### config.mk
export PLATFORM = sky130hd
export DESIGN_NAME = fcmp_cond_unit
export DESIGN_NICKNAME = d
export VERILOG_FILES = /design/src/rtl/fcmp_pkg.sv /design/src/rtl/fcmp_datapath.sv /design/src/rtl/fcmp_control.sv /design/src/rtl/fcmp_cond_unit.sv
export SDC_FILE = /design/constraint.sdc
export NUM_CORES = 1
export LEC_CHECK = 0
export ABC_AREA = 1
export BUFFER_PORTS_ARGS = -buffer_cell sky130_fd_sc_hd__buf_2
export CAP_MARGIN = 20
export CORE_UTILIZATION = 47
export CTS_CLUSTER_SIZE = 20
export DETAILED_ROUTE_END_ITERATION = 8
export GPL_TIMING_DRIVEN = 0
export HOLD_SLACK_MARGIN = 0.12
export PLACE_DENSITY = 0.83
export SYNTH_ARGS = -nofsm -noshare
export SYNTH_HDL_FRONTEND = slang
export SYNTH_SLANG_ARGS = --single-unit
### constraint.sdc
create_clock -name clk -period 0.9 [get_ports clk]
set_input_delay 0 -clock clk [delete_from_list [all_inputs] [get_ports clk]]
set_output_delay 0 -clock clk [all_outputs]
set_load 0.02 [all_outputs]
### src/rtl/fcmp_pkg.sv
package fcmp_pkg;
  localparam int DATA_W     = 64;
  localparam int SGL_W      = 32;
  localparam int SGL_EXP_W  = 8;
  localparam int SGL_FRAC_W = 23;
  localparam int DBL_EXP_W  = 11;
  localparam int DBL_FRAC_W = 52;
  localparam int MAG_W      = DATA_W - 1;
  localparam int CODE_W     = 4;
  localparam int CSR_W      = 32;
  localparam int COND_BIT   = 23;
  localparam int CAUSE_BIT  = 17;
  localparam int ENA_BIT    = 11;
  localparam int FLAG_BIT   = 6;

  typedef struct packed {
    logic useUn;
    logic useEq;
    logic useLt;
    logic signalAll;
  } cmpStrobe_t;

  typedef struct packed {
    logic result;
    logic invalid;
  } cmpResult_t;
endpackage

### src/rtl/fcmp_datapath.sv
module fcmp_datapath
  import fcmp_pkg::*;
(
  input  logic [DATA_W-1:0] opA,
  input  logic [DATA_W-1:0] opB,
  input  logic              isDouble,
  input  cmpStrobe_t        strobe,
  output cmpResult_t        res
);
  logic [DATA_W-1:0] opArr [2];
  logic [MAG_W-1:0]  mag   [2];
  logic [1:0] sgn, nan, sNan, zero;

  assign opArr[0] = opA;
  assign opArr[1] = opB;

  for (genvar k = 0; k < 2; k++) begin : g_cls
    logic [DBL_EXP_W-1:0]  dExp;
    logic [DBL_FRAC_W-1:0] dFrac;
    logic [SGL_EXP_W-1:0]  sExp;
    logic [SGL_FRAC_W-1:0] sFrac;
    logic                  lSgn, lNan, lQuiet;
    logic [MAG_W-1:0]      lMag;

    assign dExp  = opArr[k][DATA_W-2 -: DBL_EXP_W];
    assign dFrac = opArr[k][DBL_FRAC_W-1:0];
    assign sExp  = opArr[k][SGL_W-2 -: SGL_EXP_W];
    assign sFrac = opArr[k][SGL_FRAC_W-1:0];

    always_comb begin
      if (isDouble) begin
        lSgn   = opArr[k][DATA_W-1];
        lMag   = opArr[k][MAG_W-1:0];
        lNan   = (&dExp) && (|dFrac);
        lQuiet = dFrac[DBL_FRAC_W-1];
      end else begin
        lSgn   = opArr[k][SGL_W-1];
        lMag   = {{(MAG_W-SGL_W+1){1'b0}}, opArr[k][SGL_W-2:0]};
        lNan   = (&sExp) && (|sFrac);
        lQuiet = sFrac[SGL_FRAC_W-1];
      end
    end

    assign sgn[k]  = lSgn;
    assign mag[k]  = lMag;
    assign nan[k]  = lNan;
    assign sNan[k] = lNan && !lQuiet;
    assign zero[k] = (lMag == '0);
  end

  logic unord, equal, less, rawLess;

  always_comb begin
    unord = |nan;
    equal = !unord && ((&zero) || (sgn[0] == sgn[1] && mag[0] == mag[1]));
    unique case ({sgn[0], sgn[1]})
      2'b10:   rawLess = 1'b1;
      2'b01:   rawLess = 1'b0;
      2'b00:   rawLess = mag[0] < mag[1];
      default: rawLess = mag[0] > mag[1];
    endcase
    less = rawLess && !unord && !equal;
    res.result  = (strobe.useUn && unord) || (strobe.useEq && equal) ||
                  (strobe.useLt && less);
    res.invalid = strobe.signalAll ? unord : |sNan;
  end
endmodule

### src/rtl/fcmp_control.sv
module fcmp_control
  import fcmp_pkg::*;
(
  input  logic              clk,
  input  logic              rstN,
  input  logic [CODE_W-1:0] predCode,
  input  logic              cmpValid,
  input  logic              csrWe,
  input  logic [CSR_W-1:0]  csrWdata,
  input  logic              brReq,
  input  logic              brOnTrue,
  input  cmpResult_t        res,
  output cmpStrobe_t        strobe,
  output logic              condBit,
  output logic              invCause,
  output logic              invFlag,
  output logic              excReq,
  output logic              brTaken
);
  logic condQ, causeQ, enaQ, flagQ;
  logic unusedCsrBits;

  assign unusedCsrBits = ^{csrWdata[CSR_W-1:COND_BIT+1], csrWdata[COND_BIT-1:CAUSE_BIT+1],
                           csrWdata[CAUSE_BIT-1:ENA_BIT+1], csrWdata[ENA_BIT-1:FLAG_BIT+1],
                           csrWdata[FLAG_BIT-1:0]};

  assign strobe = '{useUn: predCode[0], useEq: predCode[1],
                    useLt: predCode[2], signalAll: predCode[3]};

  always_ff @(posedge clk or negedge rstN) begin
    if (!rstN) begin
      condQ  <= 1'b0;
      causeQ <= 1'b0;
      enaQ   <= 1'b0;
      flagQ  <= 1'b0;
    end else if (csrWe) begin
      condQ  <= csrWdata[COND_BIT];
      causeQ <= csrWdata[CAUSE_BIT];
      enaQ   <= csrWdata[ENA_BIT];
      flagQ  <= csrWdata[FLAG_BIT];
    end else if (cmpValid) begin
      condQ  <= res.result;
      causeQ <= res.invalid;
      flagQ  <= flagQ | res.invalid;
    end
  end

  assign condBit  = condQ;
  assign invCause = causeQ;
  assign invFlag  = flagQ;
  assign excReq   = causeQ & enaQ;
  assign brTaken  = brReq & (condQ == brOnTrue);
endmodule

### src/rtl/fcmp_cond_unit.sv
module fcmp_cond_unit
  import fcmp_pkg::*;
(
  input  logic              clk,
  input  logic              rstN,
  input  logic [DATA_W-1:0] opA,
  input  logic [DATA_W-1:0] opB,
  input  logic              isDouble,
  input  logic [CODE_W-1:0] predCode,
  input  logic              cmpValid,
  input  logic              csrWe,
  input  logic [CSR_W-1:0]  csrWdata,
  input  logic              brReq,
  input  logic              brOnTrue,
  output logic              condBit,
  output logic              invCause,
  output logic              invFlag,
  output logic              excReq,
  output logic              brTaken
);
  cmpStrobe_t strobe;
  cmpResult_t res;

  fcmp_datapath u_dp (
    .opA(opA), .opB(opB), .isDouble(isDouble), .strobe(strobe), .res(res)
  );

  fcmp_control u_ctl (
    .clk(clk), .rstN(rstN), .predCode(predCode), .cmpValid(cmpValid),
    .csrWe(csrWe), .csrWdata(csrWdata), .brReq(brReq), .brOnTrue(brOnTrue),
    .res(res), .strobe(strobe), .condBit(condBit), .invCause(invCause),
    .invFlag(invFlag), .excReq(excReq), .brTaken(brTaken)
  );
endmodule

## Word-level counts from Yosys, hierarchy flattened

Index checks and enable logic that the tools add are counted.

- Magnitude comparators: 2
- Equal/unequal tests: 5
- Muxes and demuxes: 16
- Bitwise logic cells: 3
- Reductions and logical operators: 35

Operators by type and width:

| operator | number |
|---|---|
| $logic_not A63 Y1 | 2 |
| $mux W63 | 2 |
| $reduce_or A52 Y1 | 2 |
| $eq A63 B63 Y1 | 1 |
| $gt A63 B63 Y1 | 1 |
| $lt A63 B63 Y1 | 1 |
| $reduce_or A23 Y1 | 2 |
| $reduce_and A11 Y1 | 2 |
| $reduce_and A8 Y1 | 2 |
| $logic_and A1 B1 Y1 | 13 |
| $mux W1 | 13 |
| $logic_not A1 Y1 | 4 |
| $reduce_or A2 Y1 | 2 |
| $logic_or A1 B1 Y1 | 3 |
| $pmux W1 S3 | 1 |
| $and A1 B1 Y1 | 2 |
| $eq A1 B1 Y1 | 2 |
| $eq A2 B1 Y1 const B | 1 |
| $eq A2 B2 Y1 const B | 1 |
| $logic_not A2 Y1 | 1 |
| $reduce_and A2 Y1 | 1 |
| $reduce_bool A2 Y1 | 1 |
| $or A1 B1 Y1 | 1 |

- Register bits: 4
- Input bits: 171
- Output and inout bits: 5
- Logic and storage cells: 65

## Depth between registers and ports, before layout

- Depth in word-level cells: 12
- Gate-level depth with buffers: 23
- Mapped depth without buffers: 19

## By module

From an unflattened synthesis, not the netlist that was laid out.

- Cells, all modules: 655
- Area total of the unflattened synthesis: 3393.3 µm²

Modules (own cells, without submodules):

| module | instances | cells an instance | area each (µm²) |
|---|---|---|---|
| fcmp_datapath | 1 | 618 | 3145.5 |
| fcmp_control | 1 | 37 | 247.7 |

## Least setup slack after synthesis

Ideal clock, no wire load.

- Path kind: input -> register
- Start point: in isDouble
- End point: reg u_ctl.condQ (netlist: u_ctl.condBit)
- Setup time: 0.121 ns
- Arrival: 2.014 ns
- Data required time: 0.779 ns
- Setup slack: -1.235 ns
- Cell stages on the path: 18
- Cell sequence: buf_6 > buf_8 > buf_12 > buf_8 > clkbuf_1 > nand2_1 > ha_1 > nand2_1 > nor2_1 > nand4_1 > nor3_1 > nand3b_1 > nand2_1 > nor2_1 > nand3_2 > nand2_1 > nand2_1 > nand2_1

- Longest elaborated chain between the ends: 11

Ends and longest elaborated chain:

| element | RTL line | source |
|---|---|---|
| start: declaration | fcmp_cond_unit.sv:8 | `input logic isDouble,` |
| branches (longest 8 deep; another with $gt A63 B63 Y1) | n/a |  |
| $logic_or A1 B1 Y1 * | fcmp_datapath.sv:63 | `res.result = (strobe.useUn && unord) \|\| (strobe.useEq && equal) \|\|` |
| $mux W1 * | fcmp_control.sv:41 | `end else if (cmpValid) begin` |
| $mux W1 * | fcmp_control.sv:36 | `end else if (csrWe) begin` |
| end signal: assignment | fcmp_control.sv:37 | `condQ <= csrWdata[COND_BIT];` |
| end signal: assignment | fcmp_control.sv:42 | `condQ <= res.result;` |
| end: declaration | fcmp_control.sv:20 | `logic condQ, causeQ, enaQ, flagQ;` |

Every way passes the cells marked *. The select of a mux whose other input is x is not followed.
A chain may end at the register's enable or synchronous reset.

## Final worst setup path

Same ends and word-level chain as after synthesis.

==> impl_metrics.yaml <==
power:
  internal_power_mw: 1.343
  irDropWorstVdd_uv: 481.2
  p_sw_share_pct: 47.19
  pwr-share-seq_pct: 8.5
  p_leak_nw: 2.766
  switchingPower_mw: 1.200
  combPwrFrac_pct: 76.2
  p_clk_share_pct: 15.3
  p_per_area_nw_per_um2: 557.6
global_route:
  track_usage_pct: 31.38
  grt_pass1_vias: 4389
  grt_max_degree: 11
  antenna_found_initial: 0
  overflow: 0
  grt_pass1_wl_microns: 18590
yosys:
  synth_area_sq_um: 3272
  synthArstFlopShare_pct: 100.0
  avgSynthCellArea_sq_um: 5.408
  seq_area_frac_synth_pct: 3.059
  syn_inst: 605
  ys_ff_latch: 4
  synth_nets: 842
  yosysWarnings: 0
  ys.flop_type: "dfrtp_1"
  synth_cell_types: 32
  synth_enable_flop_cells: 0
sta:
  finalHoldViolCount: 0
  post-route-period-util_pct: 217.4
  finalSetupViolCount: 4
  rsz0062_at_grt: "true"
  fin_crit_ns: 1.956
  max_slew_margin_pct: 70.96
  final.setup_skew_ns: 0
  worst_pin_slew_ns: 0.4321
  max_freq_mhz: 511.1
  finalMaxSlewViolations: 0
  timing.final.ws_setup_ns: -1.056
min_path:
  hold_class: "in -> async"
die:
  pin_count: 176
  die_y_microns: 85.44
  initial_utilization_pct: 48.43
  die_x_microns: 85.44
  die_area_sq_um: 7299
  core-area_sq_um: 6756
  num_rows: 30
finish:
  antennaDiodeCount: 0
  mostFrequentLayoutCell: "nand2_1"
  final_nets: 1012
  final_cell_mix: "nand2_1, buf_2, inv_1"
  design_area_sq_um: 4562
  post-route-util_pct: 67.52
  drive_gt1_share_pct: 29.50
  multi_input_area_sq_um: 2887
  area_growth_pct: 39.43
  regArea_sq_um: 100.1
  n_fill_cell: 656
clock_network:
  cts_buffers: 3
  insertion_delay_ns: 0.22
  cts.clk_slew.worst_paths_ns: 0.03
  cts_sinks: 4
  cts_tree: "yes"
  ctsHtreeMaxLevel: 1
  clk_path_buf_depth: 2
  root_buffer: "clkbuf_8"
setup_path:
  critical_path.slowest_cell: "ha_1"
  cp_cell_sequence: "buf_8 -> buf_8 -> buf_12 -> buf_12 -> clkbuf_16 -> buf_6 -> nand2_1 -> ha_1 -> nand2_2 -> nor2_2 -> nand4_1 -> nor3_2 -> nand3b_1 -> nand2_2 -> nor2_2 -> nand3_2 -> nand2_1 -> nand2_1 -> nand2_1"
  cp.required_ns: 0.99
  cp-end-kind: "flop"
  path_max_fanout: 7
  slowest_delay_ns: 0.28
  crit_type: "in -> reg"
  cp.arrival_ns: 2.04
  worst_setup_path_start_kind: "primary input"
  cpMostUsedCell: "nand2_1"
flow_run:
  cap_violations: 0
detailed_routing:
  route.detailed.drc: 0
  drt-total-wl_microns: 11540
  drt_iter0_drc: 271
  postRouteAntennaNets: 0
  avgRoutedWirePerCell_microns: 13.53
  vias_per_cell: 5.304
  vias: 4524
  firstDrtPassIters: 5
place:
  dpl_cell_area_sq_um: 4189
  place_congestion: 0.9333
  dp_hpwl_microns: 9215
  port_buffers: 146
outcome:
  violations: "setup timing"
  status: "finished with violations"
[registers in the layout, indices dropped and copies added, names as in the netlist]
name / cells
u_ctl.enaQ: 1
u_ctl.invCause: 1
u_ctl.condBit: 1
u_ctl.invFlag: 1
[repair_timing]
| item | in CTS | in global routing |
|---|---|---|
| hold buffers | 10 | 0 |
| setup buffers | 8 | 0 |
| gates resized for setup | 15 | 29 |
| pin swaps | 18 | 20 |
| hold endpoints to repair | 8 | 0 |
| cloned | 1 | 0 |
| setup endpoints to repair | 4 | 5 |
[logic make-up (layout without fill, tap and decap cells)]
family                     after synthesis  count (layout)  share of synthesized area (%)
and+or+nand+nor                        376             376                          48.91
DFF                                      4               4                          3.059
adders and majority gates               66              66                          25.24
AOI/OAI and AO/OA                       49              49                          8.031
buffers and inverters                  110             278                          14.76
[final timing paths]
| kind | startpoint | to | slack (ns) | cells after the start |
|---|---|---|---|---|
| max in group asynchronous | rstN | u_ctl.condBit | 0.64 | 2 |
| worst min register to register | u_ctl.invFlag | u_ctl.invFlag | 0.54 | 2 |
| min in group clk | predCode[3] | u_ctl.invCause | 0.15 | 4 |
| worst min-delay path | rstN | u_ctl.invFlag | 0.13 | 2 |
| worst max register to register | u_ctl.condBit | u_ctl.condBit | 0.05 | 2 |
| worst max-delay path | isDouble | u_ctl.condBit | -1.06 | 19 |
[per-stage QoR]
step | hold slack, ns | setup TNS, ns | cells | total power, mW | worst slack (ns)
floorplan | -0.2956 | -1.537 | 605 | 1.257 | -0.9702
global placement | -0.1905 | -2.520 | 831 | 1.880 | -1.262
detailed placement | -0.1858 | -2.679 | 831 | 1.939 | -1.332
CTS | 0.1214 | -1.889 | 853 | 2.458 | -0.9381
global route | 0.1562 | -2.253 | 853 | 2.796 | -1.234
finish | 0.1335 | -1.902 | 853 | 2.544 | -1.056
[area by class of cell]
type                    instances  share of cell area, %
repair buffers                165                  20.13
clock buffers                   3                 0.9051
well taps                      80                  2.194
flip-flops and latches          4                  2.194
multi-input cells             491                  63.27
inverters                     101                  8.365
plain buffers                   9                  2.935
[Yosys cell counts, drive strengths merged (3+ instances only)]
cell | instances | area [sq um]
dfrtp | 4 | 100.1
nand4 | 24 | 150.1
nor2 | 83 | 316.6
nor3 | 19 | 95.09
a21oi | 28 | 140.1
inv | 101 | 379.1
ha | 66 | 825.8
buf | 8 | 100.1
or2 | 10 | 62.56
nand3 | 12 | 70.07
o21ai | 14 | 70.07
nor3b | 3 | 22.52
nand2 | 219 | 834.6
a21o | 4 | 30.03
[metal layers]
| layer | track usage, % | up-vias | routed length, microns |
|---|---|---|---|
| met4 | 9.091 | 0 | 409 |
| met5 | 0 | - | 0 |
| met1 | 37.30 | 1982 | 4727 |
| met3 | 3.113 | 45 | 839 |
| li1 | - | 2259 | - |
| met2 | 59.05 | 238 | 5565 |
[power groups by stage]
stage               sequential, mW  clock (mW)  combinational [mW]
finish                       0.217       0.388                1.94
global route                 0.217       0.398                2.18
CTS                          0.213       0.386                1.86
detailed placement           0.213           0                1.73
global placement             0.213           0                1.67
floorplan                    0.230           0                1.03
[critical path: cells and delay by family]
family                     cells  cell delay, ns
adders and majority gates      1            0.28
buffers and inverters          6            0.64
and+or+nand+nor               12            1.12
No activity file was read; power rests on OpenSTA's default activity.
